===== src/rtl/gpio_pkg.sv =====
package gpio_pkg;

  localparam int unsigned ADDR_W = 12;
  localparam int unsigned DATA_W = 32;

  // Byte offsets from the port base
  localparam logic [ADDR_W-1:0] OFS_OUT    = 12'h504;
  localparam logic [ADDR_W-1:0] OFS_OUTSET = 12'h508;
  localparam logic [ADDR_W-1:0] OFS_OUTCLR = 12'h50C;
  localparam logic [ADDR_W-1:0] OFS_IN     = 12'h510;
  localparam logic [ADDR_W-1:0] OFS_DIR    = 12'h514;
  localparam logic [ADDR_W-1:0] OFS_DIRSET = 12'h518;
  localparam logic [ADDR_W-1:0] OFS_DIRCLR = 12'h51C;
  localparam logic [ADDR_W-1:0] OFS_LATCH  = 12'h520;
  localparam logic [ADDR_W-1:0] OFS_MODE   = 12'h524;
  localparam logic [ADDR_W-1:0] OFS_CFG0   = 12'h700;

  localparam logic [1:0] PULL_DOWN = 2'd1;
  localparam logic [1:0] PULL_UP   = 2'd3;
  localparam logic [1:0] SENSE_OFF = 2'd0;
  localparam logic [1:0] SENSE_LOW = 2'd3;

  // Per-pin configuration without direction (direction lives in DIR)
  typedef struct packed {
    logic [1:0] sense;
    logic [2:0] drive;
    logic [1:0] pull;
    logic       disc;
  } pin_cfg_t;

  localparam pin_cfg_t CFG_RESET = '{sense: 2'd0, drive: 3'd0, pull: 2'd0, disc: 1'b1};

  function automatic logic [DATA_W-1:0] cfg_word(input pin_cfg_t c, input logic dir);
    return {14'd0, c.sense, 5'd0, c.drive, 4'd0, c.pull, c.disc, dir};
  endfunction

endpackage


===== src/rtl/gpio_sync.sv =====
module gpio_sync #(
  parameter int unsigned WIDTH = 32
) (
  input  logic             clk,
  input  logic             rst_n,
  input  logic [WIDTH-1:0] d,
  output logic [WIDTH-1:0] q
);

  logic [WIDTH-1:0] s1_q;
  logic [WIDTH-1:0] s2_q;

  always_ff @(posedge clk or negedge rst_n) begin
    if (!rst_n) begin
      s1_q <= '0;
      s2_q <= '0;
    end else begin
      s1_q <= d;
      s2_q <= s1_q;
    end
  end

  assign q = s2_q;

  // Edge counter since reset, so the two-deep look-back never reaches into reset
  logic [1:0] warm_q;
  always_ff @(posedge clk or negedge rst_n) begin
    if (!rst_n)              warm_q <= 2'd0;
    else if (warm_q != 2'd3) warm_q <= warm_q + 2'd1;
  end

  a_r6_two_edge_latency: assert property (@(posedge clk) disable iff (!rst_n)
    (warm_q >= 2'd2) |-> (q == $past(d, 2)));

endmodule


===== src/rtl/gpio_pin_cfg.sv =====
module gpio_pin_cfg
  import gpio_pkg::*;
#(
  parameter int unsigned NPINS = 32
) (
  input  logic                  clk,
  input  logic                  rst_n,
  input  logic [NPINS-1:0]      wr_en,
  input  logic [DATA_W-1:0]     wdata,
  output pin_cfg_t [NPINS-1:0]  cfg_q
);

  pin_cfg_t wr_val;

  always_comb begin
    wr_val.sense = wdata[17:16];
    wr_val.drive = wdata[10:8];
    wr_val.pull  = wdata[3:2];
    wr_val.disc  = wdata[1];
  end

  for (genvar g = 0; g < NPINS; g++) begin : g_pin
    always_ff @(posedge clk or negedge rst_n) begin
      if (!rst_n)        cfg_q[g] <= CFG_RESET;
      else if (wr_en[g]) cfg_q[g] <= wr_val;
    end
  end

  logic unused_wdata;
  assign unused_wdata = ^{wdata[31:18], wdata[15:11], wdata[7:4], wdata[0]};

  a_r4_single_pin_write: assert property (@(posedge clk) disable iff (!rst_n)
    $onehot0(wr_en));

  a_r4_cfg_holds: assert property (@(posedge clk) disable iff (!rst_n)
    (wr_en == '0) |=> $stable(cfg_q));

endmodule


===== src/rtl/gpio_sense.sv =====
module gpio_sense
  import gpio_pkg::*;
#(
  parameter int unsigned NPINS = 32
) (
  input  logic                 clk,
  input  logic                 rst_n,
  input  logic [NPINS-1:0]     sync_in,
  input  pin_cfg_t [NPINS-1:0] cfg,
  input  logic                 clr_we,
  input  logic [NPINS-1:0]     clr_mask,
  input  logic                 latched_mode,
  output logic [NPINS-1:0]     in_val,
  output logic [NPINS-1:0]     latch_q,
  output logic                 detect
);

  logic [NPINS-1:0] det;
  logic [NPINS-1:0] clr_eff;
  logic [NPINS-1:0] latch_d;

  for (genvar g = 0; g < NPINS; g++) begin : g_pin
    logic level_hit;
    assign level_hit = (cfg[g].sense == SENSE_LOW) ? ~sync_in[g] : sync_in[g];
    assign in_val[g] = sync_in[g] & ~cfg[g].disc;
    assign det[g]    = (cfg[g].sense != SENSE_OFF) & ~cfg[g].disc & level_hit;
  end

  // Next state: clear by write-one, a present detect term wins over the clear
  always_comb begin
    clr_eff = clr_we ? clr_mask : '0;
    latch_d = (latch_q & ~clr_eff) | det;
  end

  always_ff @(posedge clk or negedge rst_n) begin
    if (!rst_n) latch_q <= '0;
    else        latch_q <= latch_d;
  end

  assign detect = latched_mode ? (|latch_q) : (|det);

  a_r8_term_sets_latch: assert property (@(posedge clk) disable iff (!rst_n)
    1'b1 |=> (($past(det) & ~latch_q) == '0));

  a_r8_clear_takes: assert property (@(posedge clk) disable iff (!rst_n)
    1'b1 |=> ((latch_q & $past(clr_eff) & ~$past(det)) == '0));

  a_r8_sticky: assert property (@(posedge clk) disable iff (!rst_n)
    1'b1 |=> (($past(latch_q) & ~$past(clr_eff) & ~latch_q) == '0));

endmodule


===== src/rtl/gpio_port.sv =====
module gpio_port
  import gpio_pkg::*;
#(
  parameter int unsigned NPINS = 32
) (
  input  logic               clk,
  input  logic               rst_n,
  input  logic               bus_sel,
  input  logic               bus_we,
  input  logic [11:0]        bus_addr,
  input  logic [31:0]        bus_wdata,
  output logic [31:0]        bus_rdata,
  input  logic [NPINS-1:0]   pin_in,
  output logic [NPINS-1:0]   pin_out,
  output logic [NPINS-1:0]   pin_oe,
  output logic [NPINS-1:0]   pin_pull_up,
  output logic [NPINS-1:0]   pin_pull_dn,
  output logic [3*NPINS-1:0] pin_drive,
  output logic               detect
);

  localparam int unsigned IDX_W  = (NPINS > 1) ? $clog2(NPINS) : 1;
  localparam int unsigned WADDR_W = ADDR_W - 2;
  localparam logic [WADDR_W-1:0] CFG_WBASE = OFS_CFG0[ADDR_W-1:2];

  // ---------------- reset release synchroniser ----------------
  logic rst_s1_q, rst_s2_q, rst_int_n;

  always_ff @(posedge clk or negedge rst_n) begin
    if (!rst_n) begin
      rst_s1_q <= 1'b0;
      rst_s2_q <= 1'b0;
    end else begin
      rst_s1_q <= 1'b1;
      rst_s2_q <= rst_s1_q;
    end
  end
  assign rst_int_n = rst_s2_q;

  // ---------------- address decode ----------------
  logic [WADDR_W-1:0] waddr;
  logic [WADDR_W-1:0] cfg_rel;
  logic [IDX_W-1:0]   cfg_idx;
  logic wr, rd;
  logic hit_out, hit_outset, hit_outclr, hit_in, hit_dir, hit_dirset, hit_dirclr;
  logic hit_latch, hit_mode, hit_cfg, hit_any;

  always_comb begin
    waddr      = bus_addr[ADDR_W-1:2];
    wr         = bus_sel & bus_we;
    rd         = bus_sel & ~bus_we;
    hit_out    = (waddr == OFS_OUT[ADDR_W-1:2]);
    hit_outset = (waddr == OFS_OUTSET[ADDR_W-1:2]);
    hit_outclr = (waddr == OFS_OUTCLR[ADDR_W-1:2]);
    hit_in     = (waddr == OFS_IN[ADDR_W-1:2]);
    hit_dir    = (waddr == OFS_DIR[ADDR_W-1:2]);
    hit_dirset = (waddr == OFS_DIRSET[ADDR_W-1:2]);
    hit_dirclr = (waddr == OFS_DIRCLR[ADDR_W-1:2]);
    hit_latch  = (waddr == OFS_LATCH[ADDR_W-1:2]);
    hit_mode   = (waddr == OFS_MODE[ADDR_W-1:2]);
    cfg_rel    = waddr - CFG_WBASE;
    cfg_idx    = cfg_rel[IDX_W-1:0];
    hit_cfg    = (waddr >= CFG_WBASE) && (cfg_rel < WADDR_W'(NPINS));
    hit_any    = hit_out | hit_outset | hit_outclr | hit_in | hit_dir | hit_dirset |
                 hit_dirclr | hit_latch | hit_mode | hit_cfg;
  end

  logic [NPINS-1:0] wmask;
  logic [NPINS-1:0] cfg_wr_en;
  assign wmask = bus_wdata[NPINS-1:0];

  always_comb begin
    cfg_wr_en = '0;
    if (wr && hit_cfg) cfg_wr_en[cfg_idx] = 1'b1;
  end

  // ---------------- output, direction and mode registers ----------------
  logic [NPINS-1:0] out_q, out_d;
  logic [NPINS-1:0] dir_q, dir_d;
  logic             mode_q, mode_d;
  logic             out_en, dir_en, mode_en;

  always_comb begin
    out_d   = out_q;
    out_en  = wr & (hit_out | hit_outset | hit_outclr);
    if (hit_out)    out_d = wmask;
    if (hit_outset) out_d = out_q | wmask;
    if (hit_outclr) out_d = out_q & ~wmask;

    dir_d   = dir_q;
    dir_en  = wr & (hit_dir | hit_dirset | hit_dirclr | hit_cfg);
    if (hit_dir)    dir_d = wmask;
    if (hit_dirset) dir_d = dir_q | wmask;
    if (hit_dirclr) dir_d = dir_q & ~wmask;
    if (hit_cfg)    dir_d[cfg_idx] = bus_wdata[0];

    mode_d  = bus_wdata[0];
    mode_en = wr & hit_mode;
  end

  always_ff @(posedge clk or negedge rst_int_n) begin
    if (!rst_int_n) begin
      out_q  <= '0;
      dir_q  <= '0;
      mode_q <= 1'b0;
    end else begin
      if (out_en)  out_q  <= out_d;
      if (dir_en)  dir_q  <= dir_d;
      if (mode_en) mode_q <= mode_d;
    end
  end

  // ---------------- sub-blocks ----------------
  pin_cfg_t [NPINS-1:0] cfg_q;
  logic [NPINS-1:0]     sync_in;
  logic [NPINS-1:0]     in_val;
  logic [NPINS-1:0]     latch_q;

  gpio_pin_cfg #(.NPINS(NPINS)) u_cfg (
    .clk   (clk),
    .rst_n (rst_int_n),
    .wr_en (cfg_wr_en),
    .wdata (bus_wdata),
    .cfg_q (cfg_q)
  );

  gpio_sync #(.WIDTH(NPINS)) u_sync (
    .clk   (clk),
    .rst_n (rst_int_n),
    .d     (pin_in),
    .q     (sync_in)
  );

  gpio_sense #(.NPINS(NPINS)) u_sense (
    .clk          (clk),
    .rst_n        (rst_int_n),
    .sync_in      (sync_in),
    .cfg          (cfg_q),
    .clr_we       (wr & hit_latch),
    .clr_mask     (wmask),
    .latched_mode (mode_q),
    .in_val       (in_val),
    .latch_q      (latch_q),
    .detect       (detect)
  );

  // ---------------- read mux ----------------
  function automatic logic [31:0] zext(input logic [NPINS-1:0] v);
    logic [31:0] r;
    r = '0;
    r[NPINS-1:0] = v;
    return r;
  endfunction

  always_comb begin
    bus_rdata = '0;
    if (rd) begin
      if (hit_out)   bus_rdata = zext(out_q);
      if (hit_in)    bus_rdata = zext(in_val);
      if (hit_dir)   bus_rdata = zext(dir_q);
      if (hit_latch) bus_rdata = zext(latch_q);
      if (hit_mode)  bus_rdata = {31'd0, mode_q};
      if (hit_cfg)   bus_rdata = cfg_word(cfg_q[cfg_idx], dir_q[cfg_idx]);
    end
  end

  // ---------------- pin requests ----------------
  assign pin_out = out_q;
  assign pin_oe  = dir_q;

  for (genvar g = 0; g < NPINS; g++) begin : g_req
    assign pin_pull_up[g]     = (cfg_q[g].pull == PULL_UP);
    assign pin_pull_dn[g]     = (cfg_q[g].pull == PULL_DOWN);
    assign pin_drive[3*g +: 3] = cfg_q[g].drive;
  end

  logic unused_addr;
  assign unused_addr = ^{bus_addr[1:0], bus_wdata};

  // ---------------- assertions ----------------
  a_r2_outset_bits: assert property (@(posedge clk) disable iff (!rst_int_n)
    (wr && hit_outset) |=> ((out_q & $past(wmask)) == $past(wmask)));

  a_r2_outclr_bits: assert property (@(posedge clk) disable iff (!rst_int_n)
    (wr && hit_outclr) |=> ((out_q & $past(wmask)) == '0));

  a_r3_dirset_bits: assert property (@(posedge clk) disable iff (!rst_int_n)
    (wr && hit_dirset) |=> ((dir_q & $past(wmask)) == $past(wmask)));

  a_r3_dirclr_bits: assert property (@(posedge clk) disable iff (!rst_int_n)
    (wr && hit_dirclr) |=> ((dir_q & $past(wmask)) == '0));

  a_r10_unmapped_write: assert property (@(posedge clk) disable iff (!rst_int_n)
    (wr && !hit_any) |=> ($stable(out_q) && $stable(dir_q) && $stable(mode_q) && $stable(cfg_q)));

endmodule


===== config.mk =====
export PLATFORM = sky130hd
export DESIGN_NAME = gpio_port
export DESIGN_NICKNAME = d
export VERILOG_FILES = /design/src/rtl/gpio_pkg.sv /design/src/rtl/gpio_sync.sv /design/src/rtl/gpio_pin_cfg.sv /design/src/rtl/gpio_sense.sv /design/src/rtl/gpio_port.sv
export SDC_FILE = /design/constraint.sdc
export NUM_CORES = 1
export LEC_CHECK = 0
export BUFFER_PORTS_ARGS = -buffer_cell sky130_fd_sc_hd__buf_4
export CAP_MARGIN = 20
export CORE_AREA = 10 10 237 239
export CTS_BUF_LIST = sky130_fd_sc_hd__clkbuf_8
export CTS_CLUSTER_SIZE = 24
export DETAILED_ROUTE_END_ITERATION = 10
export DIE_AREA = 0 0 247 249
export PLACE_DENSITY = 0.62
export SYNTH_ARGS = -nofsm -noshare
export SYNTH_HDL_FRONTEND = slang
export SYNTH_HIERARCHICAL = 1
export SYNTH_SLANG_ARGS = --single-unit
export TNS_END_PERCENT = 50

===== constraint.sdc =====
create_clock -name clk -period 24.7 [get_ports clk]
set_clock_uncertainty 0.15 [all_clocks]
set_input_delay 2.47 -clock clk [delete_from_list [all_inputs] [get_ports clk]]
set_output_delay 2.47 -clock clk [all_outputs]
set_load 0.02 [all_outputs]

==> results of run 1 <==
routing by layer:
layer  wire (microns)  track usage
met4             2830       0.0963
met3             7590       0.0699
met2            36900        0.388
met5               13            0
met1            32200        0.329
flip-flops by register name, indices dropped and copies added (netlist names):
register         flops
mode_q               1
pin_oe              32
pin_out             32
rst_int_n            1
rst_s1_q             1
u_cfg/cfg_q        256
u_sense/latch_q     32
u_sync/q            32
u_sync/s1_q         32
path summary, 6_finish.rpt:
check                                                from                           end  slack [ns]  cells after the start
worst max-delay path                          bus_addr[2]                 bus_rdata[16]       15.42                      9
worst min-delay path            u_sync/s1_q[10]$_DFF_PN0_        u_sync/q[10]$_DFF_PN0_        0.20                      0
worst max register to register        rst_int_n$_DFF_PN0_       pin_out[14]$_DFFE_PN0P_       21.82                      2
worst min register to register  u_sync/s1_q[10]$_DFF_PN0_        u_sync/q[10]$_DFF_PN0_        0.20                      0
max in group asynchronous             rst_int_n$_DFF_PN0_       pin_out[14]$_DFFE_PN0P_       21.82                      2
min in group asynchronous             rst_int_n$_DFF_PN0_  u_cfg/cfg_q[201]$_DFFE_PN0P_        0.22                      0
per-stage QoR:
step	instance area (sq um)	hold WS (ns)	setup slack, ns	instances	util
2_1_floorplan	21900	0.181	12.06	1745	-
3_3_place_gp	24600	0.185	15.41	2644	0.480
3_5_place_dp	24600	0.185	15.44	2646	0.480
4_1_cts	26100	0.194	15.44	2789	0.511
5_1_grt	26200	0.203	15.17	2796	0.512
6_report	26200	0.196	15.42	2800	0.512
layout make-up:
type	count	area (sq um)
diodes	8	20.0
fillers	4549	25000
clock buffers	93	1280
inverters	3	11.3
repair buffers	378	2890
well taps	680	851
flip-flops and latches	419	10500
clock inverters	50	265
multi-input cells	1169	10400
cell usage after synthesis (all sizes together) (16+ instances only):
cell type / number
a211oi: 32
a21o: 45
a21oi: 67
a221o: 27
a22o: 40
a22oi: 24
a32oi: 22
and2: 38
buf: 98
clkbuf: 56
dfrtp: 387
dfstp: 32
mux2: 279
mux4: 55
nand2: 87
nand3: 19
nor2: 62
nor2b: 71
nor3: 17
nor4: 20
o21ai: 98
o22ai: 28
o2bb2ai: 16
xnor2: 31
cells by family after synthesis:
| family | Yosys count | share of synthesized area |
|---|---|---|
| buffers and inverters | 157 | 0.0472 |
| DFF | 419 | 0.481 |
| and+or+nand+nor | 358 | 0.0890 |
| xor gates and xnor gates | 32 | 0.0128 |
| AOI/OAI and AO/OA | 432 | 0.137 |
| other | 1 | 0.000171 |
| muxes | 346 | 0.232 |
report_power, final:
part           switching [mW]  total [mW]  internal (mW)
Sequential             0.0267       0.737          0.710
Clock                   0.301       0.663          0.362
Combinational          0.0748       0.120         0.0450
Total                   0.402        1.52           1.12
==> flow_summary_export.csv, run 1 <==
group,metric,value,unit
synthesis,ys_async_sr_fraction,1.00,
drt,drt-pass1-iter-count,5,
power,total_power,1.52,mW
synthesis,synth_cell_types,64,
clocking,cts_repair_resize_count,0,
synthesis,syn_inst,1745,
synthesis,synth_ff_type,"dfrtp_1",
synthesis,syn-num-nets,1825,
critical_path,critical-path-max-stage-delay,0.86,ns
die,rows,83,
clocking,clk_path_buf_depth,3,
clocking,post_cts_buffers,0,
synthesis,yosysSeqAreaShare,0.481,
synthesis,synthTopCellsByArea,"dfrtp_1 (44%), mux2_4 (11%), mux2_2 (6.4%), mux4_2 (5.7%), dfstp_2 (3.8%)",
synthesis,synth_edf_count,0,
cells_and_area,layout_common_cells,"dfrtp_1 (386), buf_4 (374), mux2_4 (154)",
grt,grt_pass1_wl,117,mm
synthesis,ys_ff_latch,419,
clocking,ctsHoldBuffers,0,
critical_path,cpMostUsedCell,"buf_4",
sta,worst_pin_slew,1.17,ns
drt,wl_per_cell,28.4,microns
grt,antenna_found_initial,6,
placement,place_congestion,0.920,
min_path,hold_path.class,"flip-flop to flip-flop",
clocking,clk_pin_slew,0.05,ns
power,peakVddDrop,35.9,uV
sta,min_period,9.28,ns
critical_path,path_class,"primary input to primary output",
cells_and_area,layout-drive-gt1-share,0.413,
grt,grt_start_max_net_pins,142,
clocking,clock_sinks,419,
die,die_h,249,microns
clocking,numCtsBuffers,77,
drt,vias,16976,
die,fp.dieW,247,microns
critical_path,crit_fanout,47,
sta,maxSlewViolCount,0,
grt,grt-ovfl-total,0,
synthesis,avgSynthCellArea,12.5,sq um
cells_and_area,final_common_cell,"dfrtp_1",
critical_path,crit_family,"buffers and inverters",
clocking,cts_tree,"built",
power,leakage,12.2,nW
grt,track_usage,0.251,
drt,drcViolationCount,0,
run,max_cap_violations,0,
cells_and_area,area_growth,19.9,%
status,outcome,"complete, no violations",
power,power.density,57.9,nW/um^2
die,ios,337,
placement,portBuffers,334,
sta,max_slew_margin,0.215,
drt,via_per_inst,6.06,
critical_path,endpoint_kind,"primary output",
drt,ant_nets,0,
die,start_util,0.427,
critical_path,crit_path_cell_trace,"buf_4 > buf_4 > nand4bb_2 > nor3_4 > buf_4 > a22o_1 > o221ai_1 > a32oi_1 > buf_4",
sta,grt_setup_unrepaired,"false",
clocking,clock_latency,0.64,ns
die,die_area,61500,sq um
critical_path,required,22.08,ns
clocking,h-tree-depth,3,
synthesis,yosysTopAreaCell,"dfrtp_1",
cells_and_area,fin_nets,2128,
synthesis,netlist.area_leader.share,0.443,
critical_path,crit_buf_inv,4,
critical_path,setup.worst_path.start_class,"primary input",
synthesis,syn_area,21900,sq um
drt,dr.first_iter.drc_count,1804,
sta,setup_viol,0,
clocking,clockRootBuffer,"clkbuf_8",
sta,final.setup.tns,0,ns
die,coreArea,51200,sq um
grt,grt_pass1_vias,17229,
sta,finalCritPeriodShare,0.376,
synthesis,yosysWarnings,6,
drt,routed_wl,79.5,mm
sta,hold_viol_final,0,
placement,dpl.hpwl,56.2,mm
critical_path,worst_ep_arrival_time,6.66,ns
sta,fmax,108,MHz
critical_path,cp_slowest_cell,"nor3_4",
(Power assumes the default switching activity.)
==> run 2, diff against run 1 <==
--- a/config.mk
+++ b/config.mk
@@ -12,7 +12,7 @@
 export CTS_CLUSTER_SIZE = 24
 export DETAILED_ROUTE_END_ITERATION = 10
 export DIE_AREA = 0 0 247 249
-export PLACE_DENSITY = 0.62
+export PLACE_DENSITY = 0.64
 export SYNTH_ARGS = -nofsm -noshare
 export SYNTH_HDL_FRONTEND = slang
 export SYNTH_HIERARCHICAL = 1
==> constraint.sdc (replaced) <==
create_clock -name clk -period 8.1 [get_ports clk]
set_clock_uncertainty 0.15 [all_clocks]
set_input_delay 0.81 -clock clk [delete_from_list [all_inputs] [get_ports clk]]
set_output_delay 0.81 -clock clk [all_outputs]
set_load 0.02 [all_outputs]
==> flow_summary_export.csv, run 2 (same netlist as run 1, synthesis figures left out) <==
group,metric,value,unit
power,power.density,176,nW/um^2
sta,max_slew_margin,0.217,
cells_and_area,fin_cells,2789,
die,start_util,0.427,
drt,drcViolationCount,0,
critical_path,worst_ep_arrival_time,4.74,ns
critical_path,required,7.14,ns
power,p_clk_frac,0.434,
grt,grt-ovfl-total,0,
drt,ant_nets,0,
clocking,cts_tree,"built",
sta,worst_pin_slew,1.17,ns
sta,maxSlewViolCount,0,
critical_path,cp-startpoint,"bus_addr[2]",
placement,dpl.hpwl,56.0,mm
die,fp.dieW,247,microns
critical_path,setup.worst_path.start_class,"primary input",
critical_path,endpoint_kind,"primary output",
cells_and_area,finalInstanceArea,26200,sq um
die,ios,337,
die,coreArea,51200,sq um
cells_and_area,regMostFlops,"u_cfg/cfg_q",
cells_and_area,fin_nets,2128,
clocking,clock_sinks,419,
min_path,hold_path.class,"primary input to flip-flop",
grt,grt_start_max_net_pins,166,
die,rows,83,
cells_and_area,final_common_cell,"dfrtp_1",
cells_and_area,layout-drive-gt1-share,0.415,
cells_and_area,area_growth,19.6,%
drt,dr.first_iter.drc_count,1721,
die,die_h,249,microns
grt,grt_pass1_vias,17347,
clocking,cts_repair_resize_count,0,
clocking,h-tree-depth,3,
clocking,numCtsBuffers,77,
drt,vias,16958,
grt,grt_pass1_wl,117,mm
power,p_switching,1.24,mW
clocking,clk_pin_slew,0.06,ns
sta,hold_viol_final,0,
die,die_area,61500,sq um
sta,setup_ws,2.40,ns
sta,hold_slack,0.108,ns
min_path,hp-start,"pin_in[7]",
placement,pre_cts_ws,2.44,ns
critical_path,crit_fanout,53,
cells_and_area,fin_util,0.511,
sta,fmax,176,MHz
sta,finalCritPeriodShare,0.703,
clocking,clk_path_buf_depth,3,
power,p_int,3.37,mW
placement,place_area,24600,sq um
cells_and_area,largest_reg_flops,256,
power,peakVddDrop,109,uV
critical_path,rr_startpoint,"rst_int_n$_DFF_PN0_",
critical_path,r2r_slack,5.52,ns
cells_and_area,layout_common_cells,"dfrtp_1 (386), buf_4 (371), mux2_4 (154)",
drt,routed_wl,79.1,mm
sta,grt_setup_unrepaired,"false",
power,combPwrFrac,0.080,
power,total_power,4.62,mW
critical_path,path_class,"primary input to primary output",
drt,via_per_inst,6.08,
grt,antenna_found_initial,3,
cells_and_area,n_fill_cell,4573,
power,leakage,12.1,nW
clocking,post_cts_buffers,0,
clocking,clock_latency,0.65,ns
placement,place_congestion,0.899,
power,pwr-share-seq,0.486,
sta,setup_viol,0,
run,max_cap_violations,0,
sta,final.setup.tns,0,ns
clocking,clockRootBuffer,"clkbuf_8",
grt,track_usage,0.250,
status,outcome,"complete, no violations",
placement,portBuffers,334,
drt,wl_per_cell,28.4,microns
power,sw_frac_of_total,0.270,
placement,dpl.cell_count,2645,
drt,drt-pass1-iter-count,6,
sta,min_period,5.70,ns
clocking,ctsHoldBuffers,1,
[run 2: power groups by stage]
stage | sequential, mW | combinational [mW] | clock [mW]
floorplan | 2.28 | 0.183 | 0
global placement | 2.27 | 0.357 | 0
detailed placement | 2.28 | 0.364 | 0
CTS | 2.24 | 0.366 | 2.04
global route | 2.25 | 0.392 | 2.14
finish | 2.24 | 0.367 | 2.01
[run 2: worst max-delay path: stages]
cell	delay, ns
buf_4	0.39
buf_4	0.76
nand4bb_2	0.34
nor3_4	0.57
buf_4	0.62
a22o_1	0.29
o221ai_1	0.14
a32oi_1	0.49
buf_4	0.24
[run 2: worst paths after layout]
kind	endpoint	cells after the start
worst max-delay path	bus_rdata[17]	9
worst min register to register	u_cfg/cfg_q[202]$_DFFE_PN0P_	0
worst min-delay path	u_sync/s1_q[7]$_DFF_PN0_	1
min in group asynchronous	u_cfg/cfg_q[202]$_DFFE_PN0P_	0
max in group asynchronous	u_sense/latch_q[14]$_DFF_PN0_	2
worst max register to register	u_sense/latch_q[14]$_DFF_PN0_	2
[run 2: metal layers]
metal,vias up,wire length (microns),GRT usage
li1,7144,-,-
met1,8738,32200,0.326
met2,887,36300,0.384
met3,183,7550,0.0733
met4,6,3070,0.100
met5,-,44,0
[run 2: area by class of cell]
class                      instances  area (sq um)  area share
sequential                       419         10500       0.402
multi-input combinational       1169         10400       0.397
timing repair buffer             378          2880       0.110
clock buffer                      93          1280      0.0489
tap                              680           851      0.0325
clock inverter                    45           226     0.00866
inverter                           3          11.3    0.000430
antenna                            2          5.00    0.000191
==> run 3, diff against run 2 <==
==> constraint.sdc (replaced) <==
create_clock -name clk -period 4.9 [get_ports clk]
set_clock_uncertainty 0.15 [all_clocks]
set_input_delay 0.49 -clock clk [delete_from_list [all_inputs] [get_ports clk]]
set_output_delay 0.49 -clock clk [all_outputs]
set_load 0.02 [all_outputs]
==> flow_summary_export.csv, run 3 (same netlist as run 1, synthesis figures left out) <==
group,metric,value,unit
critical_path,ff2ff_path_depth,3,
power,combPwrFrac,0.084,
sta,max_slew_margin,0.230,
clocking,h-tree-depth,3,
drt,vias,17165,
critical_path,required,4.26,ns
clocking,post_cts_buffers,0,
run,max_cap_violations,0,
cells_and_area,multi_input_area,10400,sq um
clocking,clk_path_buf_depth,3,
die,fp.dieW,247,microns
clocking,clk_pin_slew,0.05,ns
power,leakage,12.5,nW
grt,grt_pass1_vias,17414,
placement,place_congestion,0.905,
cells_and_area,regMostFlops,"u_cfg/cfg_q",
power,sw_frac_of_total,0.265,
grt,antenna_found_initial,3,
critical_path,rr_startpoint,"u_sync/q[7]$_DFF_PN0_",
cells_and_area,area_growth,23.2,%
cells_and_area,fin_util,0.526,
power,total_power,7.74,mW
drt,ant_nets,0,
cells_and_area,fin_nets,2202,
cells_and_area,register_area,10500,sq um
clocking,clock_sinks,419,
grt,grt_start_max_net_pins,153,
clocking,cts_tree,"built",
clocking,clockRootBuffer,"clkbuf_8",
drt,wl_per_cell,27.7,microns
critical_path,r2r_end,"u_sense/latch_q[7]$_DFF_PN0_",
sta,maxSlewViolCount,0,
cells_and_area,final_common_cell,"buf_4",
die,coreArea,51200,sq um
sta,final.setup.tns,0,ns
placement,portBuffers,334,
critical_path,path_class,"primary input to primary output",
cells_and_area,layout_common_cells,"buf_4 (390), dfrtp_1 (386), mux2_4 (154)",
die,ios,337,
critical_path,endpoint_kind,"primary output",
critical_path,setup.worst_path.start_class,"primary input",
critical_path,worst_ep_arrival_time,3.32,ns
critical_path,r2r_slack,3.02,ns
grt,grt-ovfl-total,0,
drt,via_per_inst,5.99,
power,power.density,287,nW/um^2
placement,dpl.cell_count,2666,
cells_and_area,fin_cells,2866,
die,rows,83,
sta,grt_setup_unrepaired,"false",
drt,drt-pass1-iter-count,6,
cells_and_area,largest_reg_flops,256,
drt,dr.first_iter.drc_count,1832,
sta,finalCritPeriodShare,0.808,
cells_and_area,layout-drive-gt1-share,0.411,
grt,track_usage,0.252,
sta,hold_viol_final,0,
sta,worst_pin_slew,1.15,ns
min_path,hold_path.class,"primary input to asynchronous set/reset pin",
die,die_area,61500,sq um
power,p_clk_frac,0.437,
drt,drcViolationCount,0,
status,outcome,"complete, no violations",
grt,grt_pass1_wl,118,mm
power,peakVddDrop,186,uV
sta,setup_viol,0,
power,pwr-share-seq,0.479,
critical_path,crit_fanout,52,
clocking,numCtsBuffers,76,
die,die_h,249,microns
sta,fmax,253,MHz
placement,dpl.hpwl,56.2,mm
drt,routed_wl,79.4,mm
clocking,cts_repair_resize_count,0,
clocking,ctsHoldBuffers,56,
sta,min_period,3.96,ns
cells_and_area,finalInstanceArea,26900,sq um
placement,place_area,24800,sq um
power,p_switching,2.05,mW
cells_and_area,n_fill_cell,4442,
clocking,clock_latency,0.64,ns
power,p_int,5.69,mW
die,start_util,0.427,
==> run 3: cell count changes in the layout (fill, tap and decap cells not counted), sizes merged <==
cell,previous run,this run
inv,34,32
clkbuf,93,98
clkinvlp,4,3
dlygate4sd3,1,56
buf,377,397
==> run 3: power by group through the flow <==
stage	Sequential [mW]	Combinational, mW	Clock (mW)
3_3_place_gp	3.76	0.597	0
6_report	3.71	0.650	3.38
5_1_grt	3.72	0.689	3.60
4_1_cts	3.70	0.646	3.44
3_5_place_dp	3.76	0.607	0
2_1_floorplan	3.77	0.303	0
==> run 3: worst max-delay path, cell delays in order <==
cell	delay [ns]
buf_4	0.75
buf_4	0.48
mux4_2	0.30
nor2_1	0.04
or4_1	0.49
a32oi_1	0.46
buf_4	0.24
==> run 3: cell type report <==
type / instances / area share
inverter: 3 / 0.000418
timing repair buffer: 453 / 0.134
sequential: 419 / 0.391
multi-input combinational: 1169 / 0.385
clock buffer: 98 / 0.0501
antenna: 2 / 0.000186
clock inverter: 42 / 0.00803
tap: 680 / 0.0316
==> run 3: worst max-delay path by stage <==
stage               slack (ns)  cells after the start           startpoint                      endpoint
CTS                       0.93                      7          bus_addr[2]                 bus_rdata[16]
floorplan                 0.66                      0  rst_int_n$_DFF_PN0_            mode_q$_DFFE_PN0P_
finish                    0.94                      7          bus_addr[2]                 bus_rdata[16]
global route              0.77                      7          bus_addr[2]                 bus_rdata[16]
detailed placement        0.88                      6          bus_addr[2]  u_cfg/cfg_q[202]$_DFFE_PN0P_
global placement          0.93                      6          bus_addr[2]  u_cfg/cfg_q[202]$_DFFE_PN0P_
==> run 3: stage by stage <==
step                setup WS [ns]  hold slack, ns
floorplan                   0.658          0.0444
global placement            0.931           0.124
detailed placement          0.882           0.125
CTS                         0.931          0.0145
global route                0.768          0.0273
finish                      0.942          0.0450
==> run 3: per-layer routing <==
| metal | GRT usage | routed length (microns) | vias to the layer above |
|---|---|---|---|
| met3 | 0.0705 | 7020 | 157 |
| li1 | - | - | 7304 |
| met5 | 0 | 23 | - |
| met2 | 0.385 | 36600 | 827 |
| met4 | 0.0863 | 2640 | 4 |
| met1 | 0.336 | 33100 | 8873 |
